--- src/rtl/flagu_pkg.sv ---
package flagu_pkg;

  localparam int FLAG_N = 4;
  localparam int SRC_N  = 3;

  localparam int FZ = 0;
  localparam int FC = 1;
  localparam int FO = 2;
  localparam int FE = 3;

  // op code bit 0 is S0
  localparam logic [3:0] OP_ADD = 4'b0011;
  localparam logic [3:0] OP_SUB = 4'b0010;
  localparam logic [3:0] OP_AND = 4'b0110;
  localparam logic [3:0] OP_OR  = 4'b0101;
  localparam logic [3:0] OP_XOR = 4'b0100;
  localparam logic [3:0] OP_LSR = 4'b1010;
  localparam logic [3:0] OP_LSL = 4'b1001;
  localparam logic [3:0] OP_ROR = 4'b1110;
  localparam logic [3:0] OP_ROL = 4'b1101;
  localparam logic [3:0] OP_CMP = 4'b1111;
  localparam logic [3:0] OP_BIT = 4'b1000;

  typedef struct packed {
    logic alu_z;
    logic alu_c;
    logic alu_o;
    logic sh_c;
    logic zero_z;
    logic bit_z;
    logic cmp_gt;
    logic cmp_eq;
  } src_en_t;

endpackage

--- src/rtl/flagu_decode.sv ---
module flagu_decode
  import flagu_pkg::*;
(
  input  logic [3:0] op_sel,
  input  logic       cmp_sel,
  output src_en_t    src_en
);

  always_comb begin
    src_en = '0;
    unique case (op_sel)
      OP_ADD, OP_SUB: begin
        src_en.alu_z = 1'b1;
        src_en.alu_c = 1'b1;
        src_en.alu_o = 1'b1;
      end
      OP_AND, OP_OR, OP_XOR: src_en.alu_z = 1'b1;
      OP_LSR, OP_LSL:        src_en.sh_c  = 1'b1;
      OP_CMP: begin
        if (cmp_sel) begin
          src_en.cmp_gt = 1'b1;
          src_en.cmp_eq = 1'b1;
        end else begin
          src_en.zero_z = 1'b1;
        end
      end
      OP_BIT:  src_en.bit_z = 1'b1;
      default: src_en = '0;
    endcase
  end

endmodule

--- src/rtl/flagu_compare.sv ---
module flagu_compare #(
  parameter int DATA_W = 8,
  localparam int SEL_W = $clog2(DATA_W)
) (
  input  logic [DATA_W-1:0] bus_in,
  input  logic [DATA_W-1:0] temp,
  output logic              is_zero,
  output logic              is_eq,
  output logic              is_gt,
  output logic              bit_clear
);

  logic [SEL_W-1:0] bit_idx;

  always_comb begin
    bit_idx   = temp[SEL_W-1:0];
    is_zero   = (bus_in == '0);
    is_eq     = (temp == bus_in);
    is_gt     = (temp > bus_in);
    bit_clear = ~bus_in[bit_idx];
  end

endmodule

--- src/rtl/flagu_merge.sv ---
module flagu_merge #(
  parameter int FLAG_N = 4,
  parameter int SRC_N  = 3
) (
  input  logic                          clk,
  input  logic                          rst_n,
  input  logic                          load,
  input  logic [FLAG_N-1:0][SRC_N-1:0]  src_en,
  input  logic [FLAG_N-1:0][SRC_N-1:0]  src_val,
  output logic [FLAG_N-1:0]             flags
);

  logic [FLAG_N-1:0] nxt;

  for (genvar f = 0; f < FLAG_N; f++) begin : g_flag
    logic upd;
    logic val;
    assign upd    = |src_en[f];
    assign val    = |(src_en[f] & src_val[f]);
    assign nxt[f] = upd ? val : flags[f];
  end

  always_ff @(posedge clk or negedge rst_n) begin
    if (!rst_n)    flags <= '0;
    else if (load) flags <= nxt;
  end

endmodule

--- src/rtl/flag_unit.sv ---
module flag_unit
  import flagu_pkg::*;
#(
  parameter int DATA_W = 8
) (
  input  logic              clk,
  input  logic              rst_n,
  input  logic [3:0]        op_sel,
  input  logic              cmp_sel,
  input  logic              flag_load,
  input  logic [DATA_W-1:0] bus_in,
  input  logic [DATA_W-1:0] temp,
  input  logic              alu_zero,
  input  logic              alu_carry,
  input  logic              alu_ovf,
  input  logic              shift_carry,
  input  logic              flag_out_en,
  output logic [DATA_W-1:0] bus_out,
  output logic              bus_out_en
);

  src_en_t           en;
  logic              is_zero, is_eq, is_gt, bit_clear;
  logic [FLAG_N-1:0] flags_q;
  logic [FLAG_N-1:0][SRC_N-1:0] m_en, m_val;

  flagu_decode i_dec (
    .op_sel  (op_sel),
    .cmp_sel (cmp_sel),
    .src_en  (en)
  );

  flagu_compare #(.DATA_W(DATA_W)) i_cmp (
    .bus_in    (bus_in),
    .temp      (temp),
    .is_zero   (is_zero),
    .is_eq     (is_eq),
    .is_gt     (is_gt),
    .bit_clear (bit_clear)
  );

  always_comb begin
    m_en  = '0;
    m_val = '0;
    m_en[FZ]  = {en.bit_z, en.zero_z, en.alu_z};
    m_val[FZ] = {bit_clear, is_zero, alu_zero};
    m_en[FC]  = {1'b0, en.sh_c, en.alu_c};
    m_val[FC] = {1'b0, shift_carry, alu_carry};
    m_en[FO]  = {1'b0, en.cmp_gt, en.alu_o};
    m_val[FO] = {1'b0, is_gt, alu_ovf};
    m_en[FE]  = {2'b00, en.cmp_eq};
    m_val[FE] = {2'b00, is_eq};
  end

  flagu_merge #(.FLAG_N(FLAG_N), .SRC_N(SRC_N)) i_merge (
    .clk     (clk),
    .rst_n   (rst_n),
    .load    (flag_load),
    .src_en  (m_en),
    .src_val (m_val),
    .flags   (flags_q)
  );

  always_comb begin
    bus_out_en = flag_out_en;
    bus_out    = '0;
    if (flag_out_en) bus_out[FLAG_N-1:0] = flags_q;
  end

endmodule

--- config.mk ---
export PLATFORM = sky130hd
export DESIGN_NAME = flag_unit
export DESIGN_NICKNAME = d
export VERILOG_FILES = /design/src/rtl/flagu_pkg.sv /design/src/rtl/flagu_decode.sv /design/src/rtl/flagu_compare.sv /design/src/rtl/flagu_merge.sv /design/src/rtl/flag_unit.sv
export SDC_FILE = /design/constraint.sdc
export NUM_CORES = 1
export LEC_CHECK = 0
export ABC_AREA = 1
export CORE_UTILIZATION = 39
export DETAILED_ROUTE_END_ITERATION = 10
export GPL_TIMING_DRIVEN = 0
export HOLD_SLACK_MARGIN = 0.1
export PLACE_DENSITY = 0.8
export RECOVER_POWER = 50
export SKIP_LAST_GASP = 1
export SYNTH_ARGS = -nofsm -noshare
export SYNTH_HDL_FRONTEND = slang
export SYNTH_SLANG_ARGS = --single-unit
export TNS_END_PERCENT = 50
--- constraint.sdc ---
create_clock -name clk -period 1.1 [get_ports clk]
set_clock_uncertainty 0.05 [all_clocks]
set_input_delay 0.22 -clock clk [delete_from_list [all_inputs] [get_ports clk]]
set_output_delay 0.22 -clock clk [all_outputs]
set_load 0.01 [all_outputs]
# --- After elaboration in Yosys (flattened, before gate mapping) ---
# Cells that the tools add are included.
word_totals:
  reg_bits: 4
  output_inout_bits: 9
op_classes:
  bitwise_logic: 5
  magnitude_cmp: 2
  n_reduce_logical: 15
  n_mux: 11
  eq_ne: 10
ops:
  columns: ["operator", "count"]
  rows:
  - ["equality test 4 bit, second input constant", 4]
  - ["OR reduction 3 bit", 5]
  - ["equality test 4 x 3 -> 1 bit, second input constant", 3]
  - ["equality test 4 x 2 -> 1 bit, second input constant", 2]
  - ["equality test 8 bit", 1]
  - ["> comparator 8 bit", 1]
  - ["zero test 8 bit", 1]
  - ["AND reduction 2 bit", 4]
  - ["OR reduction 2 bit", 4]
  - ["two-way mux 1 bit", 6]
  - ["two-way mux 2 bit", 3]
  - ["OR reduction 5 bit", 1]
  - ["AND 2 bit", 2]
  - ["less-than comparator 3 x 4 -> 1 bit, second input constant", 1]
  - ["two-way mux 4 bit", 1]
  - ["AND 3 bit", 1]
  - ["binary-select mux 1 bit (select 3 bit)", 1]
  - ["AND 1 bit", 1]
  - ["inverter 1 bit", 1]

# --- Depth between registers and ports, before layout ---
# Gate-level depths: netlist of the first run.
logic_depth:
  depth_word: 5
  ltp_mapped: 11
  ltp_nobuf: 11

# --- Hierarchy ---
# Synthesis of the first run repeated with hierarchy kept, for this count alone.
hier_totals:
  cells_unflattened: 137
  hier_area_um2: 734.5
modules_own_cells:
  columns: ["mod", "cells_per_inst", "area_each_um2", "instances"]
  rows:
  - ["flagu_compare", 54, 297.8, 1]
  - ["flagu_merge", 49, 275.3, 1]
  - ["flagu_decode", 20, 90.1, 1]
  - ["flag_unit", 14, 71.3, 1]

# --- Least setup slack after synthesis of the first run ---
# OpenSTA, ideal clock, no wires.
synth_path:
  kind: "input -> register"
  startpoint: "input bus_in[3]"
  endpoint: "register i_merge.flags[3]"
  cell_stages: 7
  slack_ps: -59
  arrival_time_ps: 984
  cell_sequence: "inv_1 > ha_1 > nand2_1 > inv_1 > nand3_1 > nor2_1 > mux2_4"
synth_between:
  elab_chain_cells: 3
synth_lines:
  columns: ["item", "line", "text"]
  rows:
  - ["start, declared", "flag_unit.sv:11", "input logic [DATA_W-1:0] bus_in,"]
  - ["equality test 8 bit", "flagu_compare.sv:18", "is_eq = (temp == bus_in);"]
  - ["AND 1 bit", "flagu_merge.sv:19", "assign val = |(src_en[f] & src_val[f]);"]
  - ["OR reduction 3 bit", "flagu_merge.sv:19", null]
  - ["end signal, assigned", "flagu_merge.sv:25", "else if (load) flags <= nxt;"]
  - ["end, declared", "flagu_merge.sv:10", "output logic [FLAG_N-1:0] flags"]
# Every way passes these cells.
# A chain may end at the register's enable or synchronous reset.

# --- Final worst setup path of the first run ---
layout_path:
  startpoint: "register i_merge.flags[1]"
  endpoint: "output bus_out[1]"
layout_between:
  elab_chain_cells: 1
layout_lines:
  columns: ["item", "line", "text"]
  rows:
  - ["two-way mux 4 bit", "flag_unit.sv:67", "if (flag_out_en) bus_out[FLAG_N-1:0] = flags_q;"]
  - ["end, declared", "flag_unit.sv:18", "output logic [DATA_W-1:0] bus_out,"]
# Every way passes these cells.

==> impl_metrics.json, run 1 <==
{
  "via_count": 861,
  "die_y_um": 44.9,
  "hold_slack_ns": 0.198,
  "finalCritPeriodShare_pct": 101,
  "critical_path.startpoint_type": "register",
  "cts-root-buf": "clkbuf_4",
  "cts_hold_buf": 0,
  "die-area_um2": 2010,
  "synth_top_area_share_pct": 20.9,
  "cpPeakStageDelay_ns": 0.36,
  "finalWorstSetupSlack_ns": -0.0117,
  "grt_max_degree": 6,
  "synth.distinct_cells": 21,
  "die_w_um": 44.9,
  "fmax_mhz": 900,
  "cp_data_arrival_time_ns": 0.84,
  "cts_tree": "done",
  "drcViolationCount": 0,
  "cts_buffer_depth": 2,
  "synthTopCellsByArea": "nand2_1 (21%), dfrtp_1 (14%), ha_1 (14%), inv_1 (14%), nor2_1 (7.9%)",
  "period_minus_slack_ns": 1.11,
  "power.density_nw_per_um2": 660,
  "clock-sinks": 4,
  "syn_area_um2": 717,
  "grt_usage_pct": 17.1,
  "p_leak_nw": 0.678,
  "finalWeightedCongestion": 0.711,
  "crit_type": "reg -> out",
  "io_buffers": 33,
  "dpl_cell_area_um2": 1130,
  "rows": 15,
  "boundaryPins": 38,
  "peakVddDrop_mv": 0.304,
  "top_register": "i_merge.flags",
  "yosys.area.top_type": "nand2_1",
  "seq_area_frac_synth_pct": 14.0,
  "cp.required_ns": 0.83,
  "firstDrtPassIters": 4,
  "top_regs": "i_merge.flags (4)",
  "area_growth_pct": 61.4,
  "critPathTopFamily": "flip-flops",
  "timing.final.hold_violations": 0,
  "hold_path.class": "in -> async",
  "layout_commonest_cell": "nand2_1",
  "ys_seq_elements": 4,
  "avgSynthCellArea_um2": 5.69,
  "violations": "setup timing",
  "path_max_fanout": 2,
  "core_um2": 1730,
  "grt-ovfl-total": 0,
  "grt_pass1_wl_um": 2620,
  "rsz0062_at_grt": "yes",
  "layout-drive-gt1-share_pct": 35.3,
  "drv_slew": 0,
  "drt_iter0_drc": 5,
  "viasPerCell": 4.42,
  "drv_cap": 0,
  "grt_pass1_vias": 685,
  "initial_core_util_pct": 41.5,
  "cp_slowest_cell": "dfrtp_1",
  "ys.warnings.count": 0,
  "wl_per_cell_um": 8.87,
  "antenna_cells": 0,
  "clkTransAtPathRegs_ns": 0.04,
  "worstPathCellList": "nand2_1 > inv_1 > buf_2",
  "setup_violations": 1,
  "status": "finished with violations",
  "synthCells": 126,
  "final_cell_mix": "nand2_1 (39), inv_1 (18), clkbuf_2 (15)",
  "wl_um": 1730,
  "largest_reg_flops": 4,
  "endpoint_kind": "output pin",
  "critical_path_buf_inv_count": 2,
  "antenna_found_initial": 0,
  "place_hpwl_um": 1430,
  "clkLatencyLatePin_ns": 0.24,
  "htree_levels": 1,
  "fin_util_pct": 67.0,
  "nets": 209,
  "cts_made_buffers": 3,
  "fin_area_um2": 1160,
  "drtAntennaViolNets": 0
}
Yosys cell counts (all sizes together):
cell type	instances
nand2	40
inv	27
nor2	16
nand3	12
ha	8
a21oi	5
buf	5
dfrtp	4
a21boi	1
a21o	1
and2	1
clkinv	1
conb	1
mux2	1
nand3b	1
nand4	1
nor3	1
through the flow:
step | cells | worst slack, ns | TNS (ns) | total power, W
after detailed placement | 187 | -0.667 | -5.15 | 0.000551
final | 195 | -0.0117 | -0.0117 | 0.000763
after CTS | 193 | -0.0865 | -0.294 | 0.000728
after global routing | 195 | -0.0567 | -0.254 | 0.000819
after floorplan | 129 | -0.0100 | -0.0100 | 0.000360
after global placement | 187 | -0.641 | -4.97 | 0.000537
worst reg2reg max path: stages, from the launching register on:
cell and delay, ns:
dfrtp_1 0.37, buf_4 0.13, buf_4 0.12, nor2_1 0.11
a21oi_2 0.04
timing repair:
| item | CTS | global route |
|---|---|---|
| endpoints found under the setup margin | 9 | 8 |
| resized for setup | 55 | 47 |
| buffers inserted | 3 | 2 |
| pin swaps | 9 | 12 |
final timing paths:
kind | endpoint | from | slack (ns) | cells past startpoint
setup / recovery | bus_out[1] | i_merge.flags[1] | -0.01 | 3
hold / removal | i_merge.flags[3] | rst_n | 0.20 | 1
setup reg to reg | i_merge.flags[2] | i_merge.flags[2] | 0.16 | 4
hold reg to reg | i_merge.flags[0] | i_merge.flags[0] | 0.54 | 3
max in group asynchronous | i_merge.flags[1] | rst_n | 0.64 | 1
min in group clk | i_merge.flags[0] | flag_load | 0.33 | 4
area by class of cell:
cell class	count	area, µm²
well taps	25	31.3
plain buffers	5	37.5
repair buffers	38	279
fillers	170	569
inverters	28	105
clock buffers	3	22.5
flip-flops and latches	4	100
multi-input cells	92	582
kinds of logic (layout without fill, tap and decap cells):
family	count (synthesis)	after routing	synth area share, %
simple gates	72	72	42.9
buf+inv	33	74	19.9
fa+ha+maj	8	8	14.0
compound gates	7	7	6.63
flops	4	4	14.0
other cells	1	4	0.523
mux	1	1	2.09
per-layer routing:
| metal | GRT usage, % | vias to the layer above | share of wire (%) |
|---|---|---|---|
| met5 | 0 | - | 0 |
| met3 | 0 | 2 | 2.7 |
| met1 | 21.4 | 382 | 42 |
| met2 | 31.8 | 15 | 54 |
| met4 | 5.45 | 0 | 1.3 |
| li1 | - | 462 | - |
where the power goes:
group          internal, W  switching (W)  leakage [nW]
combinational     0.000207       0.000189         0.613
sequential        0.000170      0.0000110        0.0508
clock             0.000122      0.0000646        0.0138
total             0.000499       0.000265         0.678
Note: power is estimated with default switching activity, not from simulation.
==> run 2: changes to the inputs <==
--- a/config.mk
+++ b/config.mk
@@ -10,7 +10,7 @@
 export DETAILED_ROUTE_END_ITERATION = 10
 export GPL_TIMING_DRIVEN = 0
 export HOLD_SLACK_MARGIN = 0.1
-export PLACE_DENSITY = 0.8
+export PLACE_DENSITY = 0.84
 export RECOVER_POWER = 50
 export SKIP_LAST_GASP = 1
 export SYNTH_ARGS = -nofsm -noshare
==> impl_metrics.json, run 2 (synthesized netlist as in run 1, its figures left out) <==
{
  "status": "finished, final reports clean",
  "nets": 210,
  "boundaryPins": 38,
  "hold_path.class": "in -> async",
  "wl_um": 1650,
  "die_w_um": 44.9,
  "cp_data_arrival_time_ns": 0.82,
  "cts_buffer_depth": 2,
  "cp_slowest_cell": "dfrtp_1",
  "peakVddDrop_mv": 0.285,
  "top_layer_used": "met3",
  "setup_violations": 0,
  "timing.final.hold_violations": 0,
  "die-area_um2": 2010,
  "via_count": 851,
  "drv_cap": 0,
  "clkTransAtPathRegs_ns": 0.04,
  "final_cell_mix": "nand2_1 (39), inv_1 (20), nor2_1 (14)",
  "hold_slack_ns": 0.208,
  "drtAntennaViolNets": 0,
  "wl_per_cell_um": 8.42,
  "p_leak_nw": 0.682,
  "area_growth_pct": 59.9,
  "path_max_fanout": 2,
  "cpPeakStageDelay_ns": 0.37,
  "routed-wl-met2_um": 845,
  "die_y_um": 44.9,
  "antenna_cells": 0,
  "grt_pass1_vias": 707,
  "worstPathCellList": "nand2_1 > inv_1 > buf_2",
  "grt_pass1_wl_um": 2660,
  "dpl_cell_area_um2": 1130,
  "fin_area_um2": 1150,
  "drv_slew": 0,
  "rsz0062_at_grt": "yes",
  "viasPerCell": 4.34,
  "power.density_nw_per_um2": 650,
  "top_regs": "i_merge.flags (4)",
  "drt-met1-wl_um": 766,
  "top_register": "i_merge.flags",
  "cts-root-buf": "clkbuf_4",
  "critPathTopFamily": "flip-flops",
  "clock-sinks": 4,
  "drt_iter0_drc": 9,
  "htree_levels": 1,
  "endpoint_kind": "output pin",
  "rows": 15,
  "cts_hold_buf": 0,
  "fmax_mhz": 921,
  "finalWeightedCongestion": 0.749,
  "grt_usage_pct": 17.1,
  "layout_commonest_cell": "nand2_1",
  "antenna_found_initial": 0,
  "period_minus_slack_ns": 1.09,
  "critical_path_buf_inv_count": 2,
  "cts_made_buffers": 3,
  "core_um2": 1730,
  "cp.required_ns": 0.83,
  "layout-drive-gt1-share_pct": 33.9,
  "grt_max_degree": 6,
  "drcViolationCount": 0,
  "initial_core_util_pct": 41.5,
  "cts_tree": "done",
  "io_buffers": 33,
  "place_hpwl_um": 1390,
  "n_fill_cell": 165,
  "largest_reg_flops": 4,
  "route.met3.wl_um": 39,
  "grt-ovfl-total": 0,
  "finalCritPeriodShare_pct": 98.7,
  "clkLatencyLatePin_ns": 0.23,
  "crit_type": "reg -> out",
  "critical_path.startpoint_type": "register",
  "firstDrtPassIters": 2
}
## run 2: metrics by stage
stage / power [W] / worst slack (ns) / TNS, ns / util [%] / cells
final: 0.000745 / 0.0140 / 0 / 66.4 / 196
after global routing: 0.000813 / -0.0312 / -0.138 / 66.4 / 196
after CTS: 0.000734 / -0.0694 / -0.136 / 67.6 / 194
after floorplan: 0.000360 / -0.0100 / -0.0100 / - / 129
after detailed placement: 0.000547 / -0.672 / -5.11 / 65.3 / 187
after global placement: 0.000536 / -0.636 / -4.97 / 65.3 / 187
## run 2: worst paths after layout
| path | from | end | slack, ns | depth (start not counted) |
|---|---|---|---|---|
| worst max-delay path | i_merge.flags[0] | bus_out[0] | 0.01 | 3 |
| worst min-delay path | rst_n | i_merge.flags[1] | 0.21 | 1 |
| worst max register to register | i_merge.flags[1] | i_merge.flags[1] | 0.18 | 4 |
| worst min register to register | i_merge.flags[3] | i_merge.flags[3] | 0.54 | 2 |
| max in group asynchronous | rst_n | i_merge.flags[0] | 0.63 | 1 |
| min in group clk | flag_load | i_merge.flags[0] | 0.33 | 4 |
## run 2: per-layer routing
| layer | global-route usage, % | up-vias |
|---|---|---|
| met5 | 0 | - |
| li1 | - | 465 |
| met2 | 32.9 | 13 |
| met1 | 21.4 | 373 |
| met4 | 3.64 | 0 |
| met3 | 0 | 0 |
## run 2: final cells by class
cell class / count / area, µm² / share of cell area [%]
Sequential cell: 4 / 100 / 8.73
Inverter: 28 / 105 / 9.17
Buffer: 5 / 37.5 / 3.28
Clock buffer: 3 / 22.5 / 1.97
Tap cell: 25 / 31.3 / 2.73
Multi-Input combinational cell: 92 / 577 / 50.3
Timing Repair Buffer: 39 / 273 / 23.8
## run 2: where the power goes
part	switching (W)	internal [W]
combinational	0.000183	0.000204
clock	0.0000564	0.000122
sequential	0.0000103	0.000170
total	0.000249	0.000495
## run 2: repair_timing
item,4_1_cts,5_1_grt
endpoints found under the setup margin,9,8
gates resized for setup,64,34
pin swaps,13,12
buffers inserted,4,2
